**src/rtl/prs_pkg.sv**
```systemverilog
package prs_pkg;
  localparam int REG_W   = 32;
  localparam int B_EN    = 1;
  localparam int B_RST   = 4;
  localparam int B_LS_LO = 5;
  localparam int B_LS_HI = 8;
  localparam int B_RCHG  = 21;
  localparam int B_WARM  = 31;

  function automatic logic wants_reset(input logic [REG_W-1:0] d);
    return d[B_RST] | d[B_WARM];
  endfunction

  function automatic logic [REG_W-1:0] finish_reset(input logic [REG_W-1:0] d);
    logic [REG_W-1:0] r;
    r = d;
    r[B_LS_HI:B_LS_LO] = '0;
    r[B_RST]  = 1'b0;
    r[B_EN]   = 1'b1;
    r[B_RCHG] = 1'b1;
    return r;
  endfunction
endpackage

```
**src/rtl/prs_reg_bank.sv**
```systemverilog
module prs_reg_bank
  import prs_pkg::*;
#(
  parameter int N_PORTS = 4,
  parameter int IDX_W   = 2
) (
  input  logic               clk,
  input  logic               rst,
  input  logic               wr_en,
  input  logic [IDX_W-1:0]   wr_idx,
  input  logic [REG_W-1:0]   wr_data,
  input  logic [IDX_W-1:0]   rd_idx,
  output logic [REG_W-1:0]   rd_data,
  output logic [N_PORTS-1:0] hit_vec,
  output logic [N_PORTS-1:0] slot_rst_req
);
  logic [REG_W-1:0] regs [N_PORTS];
  logic             is_rst;
  logic [REG_W-1:0] new_val;

  assign is_rst  = wants_reset(wr_data);
  assign new_val = is_rst ? finish_reset(wr_data) : wr_data;

  for (genvar g = 0; g < N_PORTS; g++) begin : g_port
    logic sel;
    assign sel        = wr_en && (wr_idx == IDX_W'(g));
    assign hit_vec[g] = sel && is_rst;

    always_ff @(posedge clk) begin
      if (rst)      regs[g] <= '0;
      else if (sel) regs[g] <= new_val;
    end
  end

  always_ff @(posedge clk) begin
    if (rst) begin
      rd_data      <= '0;
      slot_rst_req <= '0;
    end else begin
      rd_data      <= (int'(rd_idx) < N_PORTS) ? regs[rd_idx] : '0;
      slot_rst_req <= hit_vec;
    end
  end
endmodule

```
**src/rtl/prs_evt_arb.sv**
```systemverilog
module prs_evt_arb #(
  parameter int N_PORTS = 4,
  parameter int IDX_W   = 2,
  parameter int PID_W   = 3
) (
  input  logic               clk,
  input  logic               rst,
  input  logic [N_PORTS-1:0] set_vec,
  input  logic               evt_ready,
  output logic               evt_valid,
  output logic [PID_W-1:0]   evt_port
);
  logic [N_PORTS-1:0] pend;
  logic [N_PORTS-1:0] cand;
  logic [IDX_W-1:0]   pick;
  logic               any;
  logic               load;

  assign cand = pend | set_vec;
  assign load = !evt_valid || evt_ready;

  always_comb begin
    pick = '0;
    any  = 1'b0;
    for (int i = N_PORTS - 1; i >= 0; i--) begin
      if (cand[i]) begin
        pick = IDX_W'(i);
        any  = 1'b1;
      end
    end
  end

  always_ff @(posedge clk) begin
    if (rst) begin
      pend      <= '0;
      evt_valid <= 1'b0;
      evt_port  <= '0;
    end else if (load) begin
      evt_valid <= any;
      if (any) begin
        evt_port <= PID_W'(pick) + PID_W'(1);
        pend     <= cand & ~(N_PORTS'(1) << pick);
      end else begin
        pend     <= cand;
      end
    end else begin
      pend <= cand;
    end
  end
endmodule

```
**src/rtl/port_reset_status.sv**
```systemverilog
module port_reset_status
  import prs_pkg::*;
#(
  parameter int N_PORTS = 4,
  localparam int IDX_W  = (N_PORTS > 1) ? $clog2(N_PORTS) : 1,
  localparam int PID_W  = $clog2(N_PORTS + 1)
) (
  input  logic               clk,
  input  logic               rst,
  input  logic               wr_en,
  input  logic [IDX_W-1:0]   wr_idx,
  input  logic [31:0]        wr_data,
  input  logic [IDX_W-1:0]   rd_idx,
  output logic [31:0]        rd_data,
  output logic [N_PORTS-1:0] slot_rst_req,
  output logic               evt_valid,
  input  logic               evt_ready,
  output logic [PID_W-1:0]   evt_port
);
  logic [N_PORTS-1:0] hit_vec;

  prs_reg_bank #(.N_PORTS(N_PORTS), .IDX_W(IDX_W)) u_bank (
    .clk(clk), .rst(rst), .wr_en(wr_en), .wr_idx(wr_idx), .wr_data(wr_data),
    .rd_idx(rd_idx), .rd_data(rd_data), .hit_vec(hit_vec),
    .slot_rst_req(slot_rst_req)
  );

  prs_evt_arb #(.N_PORTS(N_PORTS), .IDX_W(IDX_W), .PID_W(PID_W)) u_arb (
    .clk(clk), .rst(rst), .set_vec(hit_vec), .evt_ready(evt_ready),
    .evt_valid(evt_valid), .evt_port(evt_port)
  );
endmodule

```
**config.mk**
```make
export PLATFORM = sky130hd
export DESIGN_NAME = port_reset_status
export DESIGN_NICKNAME = d
export VERILOG_FILES = /design/src/rtl/prs_pkg.sv /design/src/rtl/prs_reg_bank.sv /design/src/rtl/prs_evt_arb.sv /design/src/rtl/port_reset_status.sv
export SDC_FILE = /design/constraint.sdc
export NUM_CORES = 1
export LEC_CHECK = 0
export ABC_CLOCK_PERIOD_IN_PS = 2950
export BUFFER_PORTS_ARGS = -buffer_cell sky130_fd_sc_hd__buf_2
export CORE_AREA = 2 2 112 114
export DETAILED_ROUTE_END_ITERATION = 10
export DIE_AREA = 0 0 114 116
export PLACE_DENSITY = 0.82
export SKIP_CTS_REPAIR_TIMING = 1
export SYNTH_ARGS = -nofsm -noshare
export SYNTH_HDL_FRONTEND = slang
export SYNTH_SLANG_ARGS = --single-unit
```
**constraint.sdc**
```tcl
create_clock -name clk -period 2.95 [get_ports clk]
set_clock_uncertainty 0.15 [all_clocks]
set_input_delay 0.1475 -clock clk [delete_from_list [all_inputs] [get_ports clk]]
set_output_delay 0.1475 -clock clk [all_outputs]
set_load 0.05 [all_outputs]
```
Word-level counts from Yosys, hierarchy flattened
Memories as Yosys holds them, arrays and structs flattened. A register that Yosys moved wholly into a read port is not among the register bits.
Index checks and enable logic that the tools add are counted.
W data, S select, Z words.
{"block": "totals", "in_bits": 40, "regBits": 12, "mem_count": 1, "ramBits": 128}
{"block": "op_classes", "shifts": 1, "n_eq_ne": 3, "addsub": 1, "n_bitwise": 8, "mux": 29, "n_reduce_logical": 12}
{"memory": "u_bank.regs", "depth": 4, "width": 32, "rd": 1, "rd_clocked_by_memory_dff": 1, "write_ports": 4, "line": "prs_reg_bank.sv:17", "source": "logic [REG_W-1:0] regs [N_PORTS];"}
{"cell": "$mux W32", "count": 4}
{"cell": "$mux W22", "count": 1}
{"cell": "$mux W1", "count": 18}
{"cell": "$logic_and A1 B1 Y1", "count": 8}
{"cell": "$mux W2", "count": 4}
{"cell": "$mux W4", "count": 2}
{"cell": "$or A1 B1 Y1", "count": 5}
{"cell": "$and A4 B4 Y4", "count": 1}
{"cell": "$eq A2 B2 Y1 const B", "count": 2}
{"cell": "$not A4 Y4", "count": 1}
{"cell": "$or A4 B4 Y4", "count": 1}
{"cell": "$shl A1 B2 Y4 const A", "count": 1}
{"cell": "$add A2 B1 Y3 const B", "count": 1}
{"cell": "$eq A2 B1 Y1 const B", "count": 1}
{"cell": "$logic_not A2 Y1", "count": 1}
{"cell": "$reduce_and A2 Y1", "count": 1}
{"cell": "$logic_not A1 Y1", "count": 1}
{"cell": "$logic_or A1 B1 Y1", "count": 1}

Longest topological paths before layout
Gate-level depths: netlist of the first run.
{"block": "logic_depth", "ltp_word": 13, "depth_mapped": 7, "depth_no_buf": 6}

Cells and area by module
From an unflattened synthesis of the first run, not the netlist that was laid out.
{"block": "unflattened", "cells_unflattened": 480, "area_unflattened_um2": 6979.2}
{"module": "prs_reg_bank", "area_per_inst_um2": 6616.3, "instances": 1, "cells_per_inst": 445, "seq_area_each_um2": 4564.4}
{"module": "prs_evt_arb", "area_per_inst_um2": 362.8, "instances": 1, "cells_per_inst": 35, "seq_area_each_um2": 160.2}

Least setup slack after synthesis of the first run
No wires, ideal clock.
{"block": "synth_path", "path_kind": "input-to-reg", "startpoint": "input wr_idx[0]", "endpoint": "memory u_bank.regs[2][0] (enable)", "path_slack_ns": 0.529, "n_path_buf": 1, "setup_time_ns": 0.428, "stages": 2, "t_arrival_ns": 1.843, "path_cell_list": "buf_4 > o21bai_1"}
{"element": "start: declaration", "line": "port_reset_status.sv:11", "source": "input logic [IDX_W-1:0] wr_idx,"}
{"element": "end: declaration", "line": "prs_reg_bank.sv:17"}

Worst setup path after layout of the first run
{"block": "layout_path", "startpoint": "input wr_data[31]", "endpoint": "register u_arb.evt_port[1]"}
{"block": "layout_via", "elab_chain_len": 8, "elab_cells_between_ends": 16, "cone_classes": "add/sub (1); mux (8); bitwise (2); reduce/logical (5)"}
{"element": "start: declaration", "line": "port_reset_status.sv:12", "source": "input logic [31:0] wr_data,"}
{"element": "$or A1 B1 Y1 (*)", "line": "prs_pkg.sv:11", "source": "return d[B_RST] | d[B_WARM];"}
{"element": "$logic_and A1 B1 Y1", "line": "prs_reg_bank.sv:27", "source": "assign hit_vec[g] = sel && is_rst;"}
{"element": "$or A4 B4 Y4 (*)", "line": "prs_evt_arb.sv:19", "source": "assign cand = pend | set_vec;"}
{"element": "$mux W2 or $mux W1 (tied branches) (4 in a row)", "line": "prs_evt_arb.sv:26", "source": "if (cand[i]) begin"}
{"element": "$add A2 B1 Y3 or $reduce_and A2 Y1 (tied branches)"}
{"element": "end signal: assignment", "line": "prs_evt_arb.sv:41", "source": "evt_port <= PID_W'(pick) + PID_W'(1);"}
{"element": "end: declaration", "line": "prs_evt_arb.sv:11", "source": "output logic [PID_W-1:0] evt_port"}
Every way passes the cells marked *; elsewhere a longest branch is shown, timed or not.
A chain may end at the register's enable or synchronous reset.

==> results of run 1 <==
layer usage:
metal | routed length [microns] | up-vias | global-route usage, %
met2 | 6900 | 108 | 36.2
met1 | 5410 | 1897 | 25.9
li1 | - | 1821 | -
met3 | 585 | 22 | 4.92
met5 | 0 | - | 0
met4 | 277 | 0 | 8.54
flip-flops by register name, summed over array words and instances (netlist names):
register             cells
u_bank.slot_rst_req      4
u_arb.pend               4
u_bank.rd_data          32
u_arb.evt_valid          1
u_arb.evt_port           3
u_bank.regs            128
logic make-up (layout without fill, tap and decap cells):
logic type      count (synthesis)  count (layout)  synth area share, %
fa+ha+maj                       2               2                0.363
mux                            34              34                 10.7
compound gates                 13              13                 1.63
buf+inv                        28             149                 2.14
simple gates                  199             199                 16.5
flops                         172             172                 68.6
other cells                     1               4               0.0544
worst max-delay path by stage:
stage / slack (ns) / end / cells after the start / startpoint
final: 0.78 / u_arb.evt_port[1]$_SDFFE_PP0P_ / 8 / wr_data[31]
after global placement: 0.98 / u_arb.evt_port[1]$_SDFFE_PP0P_ / 7 / wr_data[31]
after floorplan: 0.53 / u_bank.regs[2][0]$_SDFFCE_PN0P_ / 2 / wr_idx[0]
after detailed placement: 0.92 / u_bank.regs[1][23]$_SDFFCE_PN0P_ / 2 / rst
after global routing: 0.66 / u_arb.evt_port[1]$_SDFFE_PP0P_ / 8 / wr_data[31]
after CTS: 1.05 / u_arb.evt_port[1]$_SDFFE_PP0P_ / 5 / u_arb.pend[2]$_SDFF_PP0_
placed cells by master (no fill, tap or decap), types with 4 or more instances in the layout:
master	count
dfxtp_1	44
clkbuf_1	6
buf_2	79
nor2_1	42
bufinv_16	4
edfxtp_1	128
nor2b_1	33
clkbuf_16	17
dlygate4sd3_1	28
mux4_2	32
conb_1	4
and2_1	100
nand2_1	7
buf_4	7
power by group:
group | internal, mW | switching, mW | leakage (nW)
Clock | 1.43 | 0.860 | 0.290
Combinational | 0.212 | 0.351 | 1.28
Sequential | 2.78 | 0.0488 | 1.62
worst register-to-register path, cell delays in order (launching register included):
cell and delay [ns]:
dfxtp_1 0.37, nor2_1 0.10, a2111oi_0 0.64, ha_1 0.34, mux2i_1 0.13, nor2_1 0.05
through the flow:
| step | area (sq um) | hold WS [ns] | setup WS, ns | power, mW |
|---|---|---|---|---|
| after floorplan | 6900 | 0.196 | 0.529 | 3.26 |
| after global placement | 7420 | 0.302 | 0.982 | 3.39 |
| after detailed placement | 7420 | 0.310 | 0.922 | 3.42 |
| after CTS | 8020 | -0.131 | 1.05 | 5.69 |
| after global routing | 8300 | 0.00248 | 0.657 | 5.86 |
| final | 8300 | -0.0371 | 0.784 | 5.69 |
layout make-up:
| cell class | count | area, sq um |
|---|---|---|
| multi-input cells | 252 | 2050 |
| flip-flops and latches | 172 | 4720 |
| well taps | 147 | 184 |
| fillers | 789 | 3610 |
| clock buffers | 24 | 462 |
| inverters | 3 | 11.3 |
| repair buffers | 114 | 728 |
| clock inverters | 8 | 141 |
==> key figures, run 1 <==
Run status
  – Status: finished, violations left
  – Violated checks: hold timing

Placed design
  – Hpwl dp: 7700 microns
  – RD Place Congestion: 0.794
  – Port Buffers: 79
  – Placed Instances: 660

Min path
  – Hold Path Depth: 3
  – Critical hold path startpoint: wr_data[7]
  – Worst min path class: in2reg
  – Worst Hold End: u_bank.regs[1][7]$_SDFFCE_PN0P_

Critical path
  – Worst EP required: 3.09 ns
  – Critical-path top delay cell: a2111oi_0
  – CP max FO: 7
  – Worst R2R End: u_arb.evt_port[1]$_SDFFE_PP0P_
  – Buffers & Inverters on Critical Path: 2
  – Max stage delay on crit path: 0.61 ns
  – Worst Setup End Kind: flop
  – CP most frequent cell: nor2_1
  – Crit-path leading delay family: compound AO/OA/AOI/OAI gates
  – Startpoint Class: primary input
  – R2R setup slack: 1.04 ns
  – Worst path arrival time: 2.31 ns
  – Reg2reg start: u_arb.pend[2]$_SDFF_PP0_
  – Crit path cell chain: dlygate4sd3_1 -> buf_2 -> o21ai_1 -> nor2_1 -> a2111oi_0 -> ha_1 -> mux2i_1 -> nor2_1
  – Worst r2r path cells: 5
  – Crit path kind: in2reg

Global route
  – First-pass GRT wire length: 20200 microns
  – Vias in the first global route: 3983
  – GRT overflow: 0
  – GR Util All Layers: 21.0%
  – Largest net degree at the start of global routing: 33
  – Initial antenna violation count: 0

Clocking
  – Clk sink count: 172
  – Clk_lat worst skew: 0.42 ns
  – CTS tree: done
  – Total CTS buffers: 17
  – Deepest clock path buffer count: 2
  – CTS HTree Levels: 4
  – Clock slew seen by the registers of the worst setup and hold paths: 0.06 ns
  – Clock Tree Root: clkbuf_16

Cells and area
  – Diodes inserted: 0
  – Share of cells above drive strength 1: 27.4%
  – Finished Layout Cells: 720
  – Nets: 602
  – Final core utilization: 69.7%
  – Area grow syn2layout: 20.4%

Floorplan
  – Rows: 40
  – I/O pin total: 80
  – Die area: 0.0132 sq mm
  – Core ar.: 0.0119 sq mm
  – Die height: 116 microns
  – Initial Util: 57.8%
  – Die Wd: 114 microns

Route
  – WL per Instance: 18.3 microns
  – # DRC: 0
  – Starting DRT DRC Count: 210
  – Vias per Instance: 5.34
  – Routed vias: 3848
  – DRT Pass-1 Iters: 4
  – Routed WL: 13200 microns
  – Post-route ant nets: 0

Synth
  – Cell accounting for the most synthesized area: edfxtp_1
  – Post-Syn Instances: 449
  – Yosys reg bits: 172
  – Post-synthesis async set-or-reset flop share: 0%
  – Top FF cell, synth: edfxtp_1
  – Ys Warns: 0
  – Number of synthesized flops with an enable pin: 128
  – Yosys top cell area share: 55.8%
  – Synthesized area per cell: 15.3 sq um
  – Most numerous cell in the Yosys netlist: edfxtp_1
  – Cell types occupying the most area after synthesis: edfxtp_1 (56%), dfxtp_1 (13%), mux4_2 (10%)
  – Synthesized cell area: 0.00689 sq mm
  – Seq/Total Area, Yosys: 68.6%
  – Synth cell types: 38
  – Commonest cells in the synthesized netlist: edfxtp_1 (128), and2_1 (100), dfxtp_1 (44), nor2_1 (43), nor2b_1 (33)

STA
  – Setup violators final: 0
  – Max-slew headroom: 35.8%
  – F_max: 462 MHz
  – Hold slack: -0.0371 ns
  – Count of final hold-check violations: 13
  – Worst-Margin Slew: 0.960 ns
  – Fin crit period: 2.17 ns
  – RSZ-0062 raised after global routing: false
  – Pins Over Slew Limit: 0
  – Final Cycle Share: 73.4%
  – Setup TNS: 0 ns

Run
  – Max-cap violation count: 0

Power
  – Leak: 3.20 nW
  – Maximum vdd drop: 0.000295 V
  – Power Density: 685 mW/mm^2
Power figures use the tool's default switching activity.
==> run 2: changes to the inputs <==
- ABC_CLOCK_PERIOD_IN_PS: 2950 -> 2100
- clock period: 2.95 -> 2.1 ns (I/O delays scaled with it)
==> key figures, run 2 (synthesis gave the netlist of run 1 again) <==
Cells and area
  – Most common cell after layout, fill and taps aside: edfxtp_1
  – Fillcell total: 791
  – Share of cells above drive strength 1: 28.1%
  – Area grow syn2layout: 22.3%
  – Finished Layout Cells: 731
  – Nets: 613
  – Most frequent cells in the layout: edfxtp_1 (128), and2_1 (100), buf_2 (79)
  – Largest registers: u_bank.regs: 128 flops, u_bank.rd_data: 32 flops
  – Diodes inserted: 0
  – Final core utilization: 70.7%
  – Top reg by flops: u_bank.regs
  – Multi-input logic area: 0.00205 sq mm
  – Register area: 0.00472 sq mm
  – Post-route cell area: 0.00843 sq mm
  – Max reg flops: 128

Floorplan
  – Die height: 116 microns
  – Core ar.: 0.0119 sq mm
  – Initial Util: 57.8%
  – Die area: 0.0132 sq mm
  – Rows: 40
  – Die Wd: 114 microns
  – I/O pin total: 80

Global route
  – GR Util All Layers: 21.1%
  – GRT overflow: 0
  – Largest net degree at the start of global routing: 33
  – First-pass GRT wire length: 20100 microns
  – Initial antenna violation count: 0
  – Vias in the first global route: 3925

Route
  – Routed vias: 3911
  – WL per Instance: 17.6 microns
  – DRT Pass-1 Iters: 4
  – Post-route ant nets: 0
  – Starting DRT DRC Count: 267
  – # DRC: 0
  – Vias per Instance: 5.35
  – Routed WL: 12900 microns

Critical path
  – Worst EP required: 2.26 ns
  – Critical-path top delay cell: a2111oi_0
  – CP max FO: 4
  – Worst Setup End Kind: flop
  – Crit-path leading delay family: compound AO/OA/AOI/OAI gates
  – CP most frequent cell: nor2_1
  – Crit path cell chain: nor2_1 -> a2111oi_0 -> ha_1 -> mux2i_1 -> nor2_1
  – Max stage delay on crit path: 0.61 ns
  – Worst path arrival time: 2.02 ns
  – Buffers & Inverters on Critical Path: 0
  – Startpoint Class: flop
  – Crit path kind: reg2reg

STA
  – Worst-Margin Slew: 0.933 ns
  – Pins Over Slew Limit: 0
  – Fin crit period: 1.86 ns
  – Setup TNS: 0 ns
  – F_max: 538 MHz
  – Max-slew headroom: 37.6%
  – Hold slack: -0.0176 ns
  – Count of final hold-check violations: 4
  – Setup violators final: 0
  – Final Cycle Share: 88.5%
  – RSZ-0062 raised after global routing: false

Clocking
  – Clk sink count: 172
  – Total CTS buffers: 17
  – CTS HTree Levels: 4
  – CTS tree: done
  – Clk_lat worst skew: 0.42 ns
  – Clock slew seen by the registers of the worst setup and hold paths: 0.06 ns
  – Deepest clock path buffer count: 2
  – Clock Tree Root: clkbuf_16

Power
  – Leak: 3.26 nW
  – Maximum vdd drop: 0.000455 V
  – Power Density: 926 mW/mm^2

Placed design
  – Port Buffers: 79
  – RD Place Congestion: 0.777
  – Hpwl dp: 7820 microns
  – Placed Instances: 666
  – Placed Area: 0.00752 sq mm

Min path
  – Worst min path class: in2reg

Run status
  – Status: finished, violations left
  – Violated checks: hold timing

Run
  – Max-cap violation count: 0
-- run 2: tightest hold or removal path: cells and delay by family --
family / cells / cell delay [ns]
simple gates: 2 / 0.15
buf+inv: 2 / 0.27
-- run 2: through the flow --
stage / hold slack (ns) / power [mW] / setup slack, ns
after floorplan: 0.153 / 4.58 / 0.266
after global placement: 0.260 / 4.79 / 0.185
after detailed placement: 0.269 / 4.82 / 0.110
after CTS: -0.180 / 7.80 / 0.220
after global routing: 0.0224 / 8.05 / 0.0439
final: -0.0176 / 7.80 / 0.242
-- run 2: where the power goes --
group          internal (mW)  total (mW)  switching [mW]
Clock                   1.83        3.01            1.18
Combinational          0.323       0.823           0.500
Sequential              3.91        3.97          0.0635
Total                   6.06        7.80            1.74
-- run 2: metal layers --
metal,vias to the layer above,global-route usage (%),share of wire (%)
met5,-,0,0
met4,0,9.76,1.9
met3,20,5.86,5.0
met2,106,36.0,52
met1,1947,25.3,41
li1,1838,-,-
-- run 2: area by class of cell --
class | instances | area share, %
sequential | 172 | 56.1
multi-input combinational | 252 | 24.3
timing repair buffer | 125 | 10.5
clock buffer | 24 | 5.72
tap | 147 | 2.18
clock inverter | 8 | 1.07
inverter | 3 | 0.134
-- run 2: final timing paths --
kind	cells past startpoint	from	endpoint	slack [ns]
worst min register to register	2	u_arb.evt_port[1]$_SDFFE_PP0P_	u_arb.evt_port[1]$_SDFFE_PP0P_	0.37
worst max register to register	5	u_arb.pend[2]$_SDFF_PP0_	u_arb.evt_port[1]$_SDFFE_PP0P_	0.24
worst max-delay path	5	u_arb.pend[2]$_SDFF_PP0_	u_arb.evt_port[1]$_SDFFE_PP0P_	0.24
worst min-delay path	4	wr_data[4]	u_bank.slot_rst_req[0]$_SDFF_PP0_	-0.02
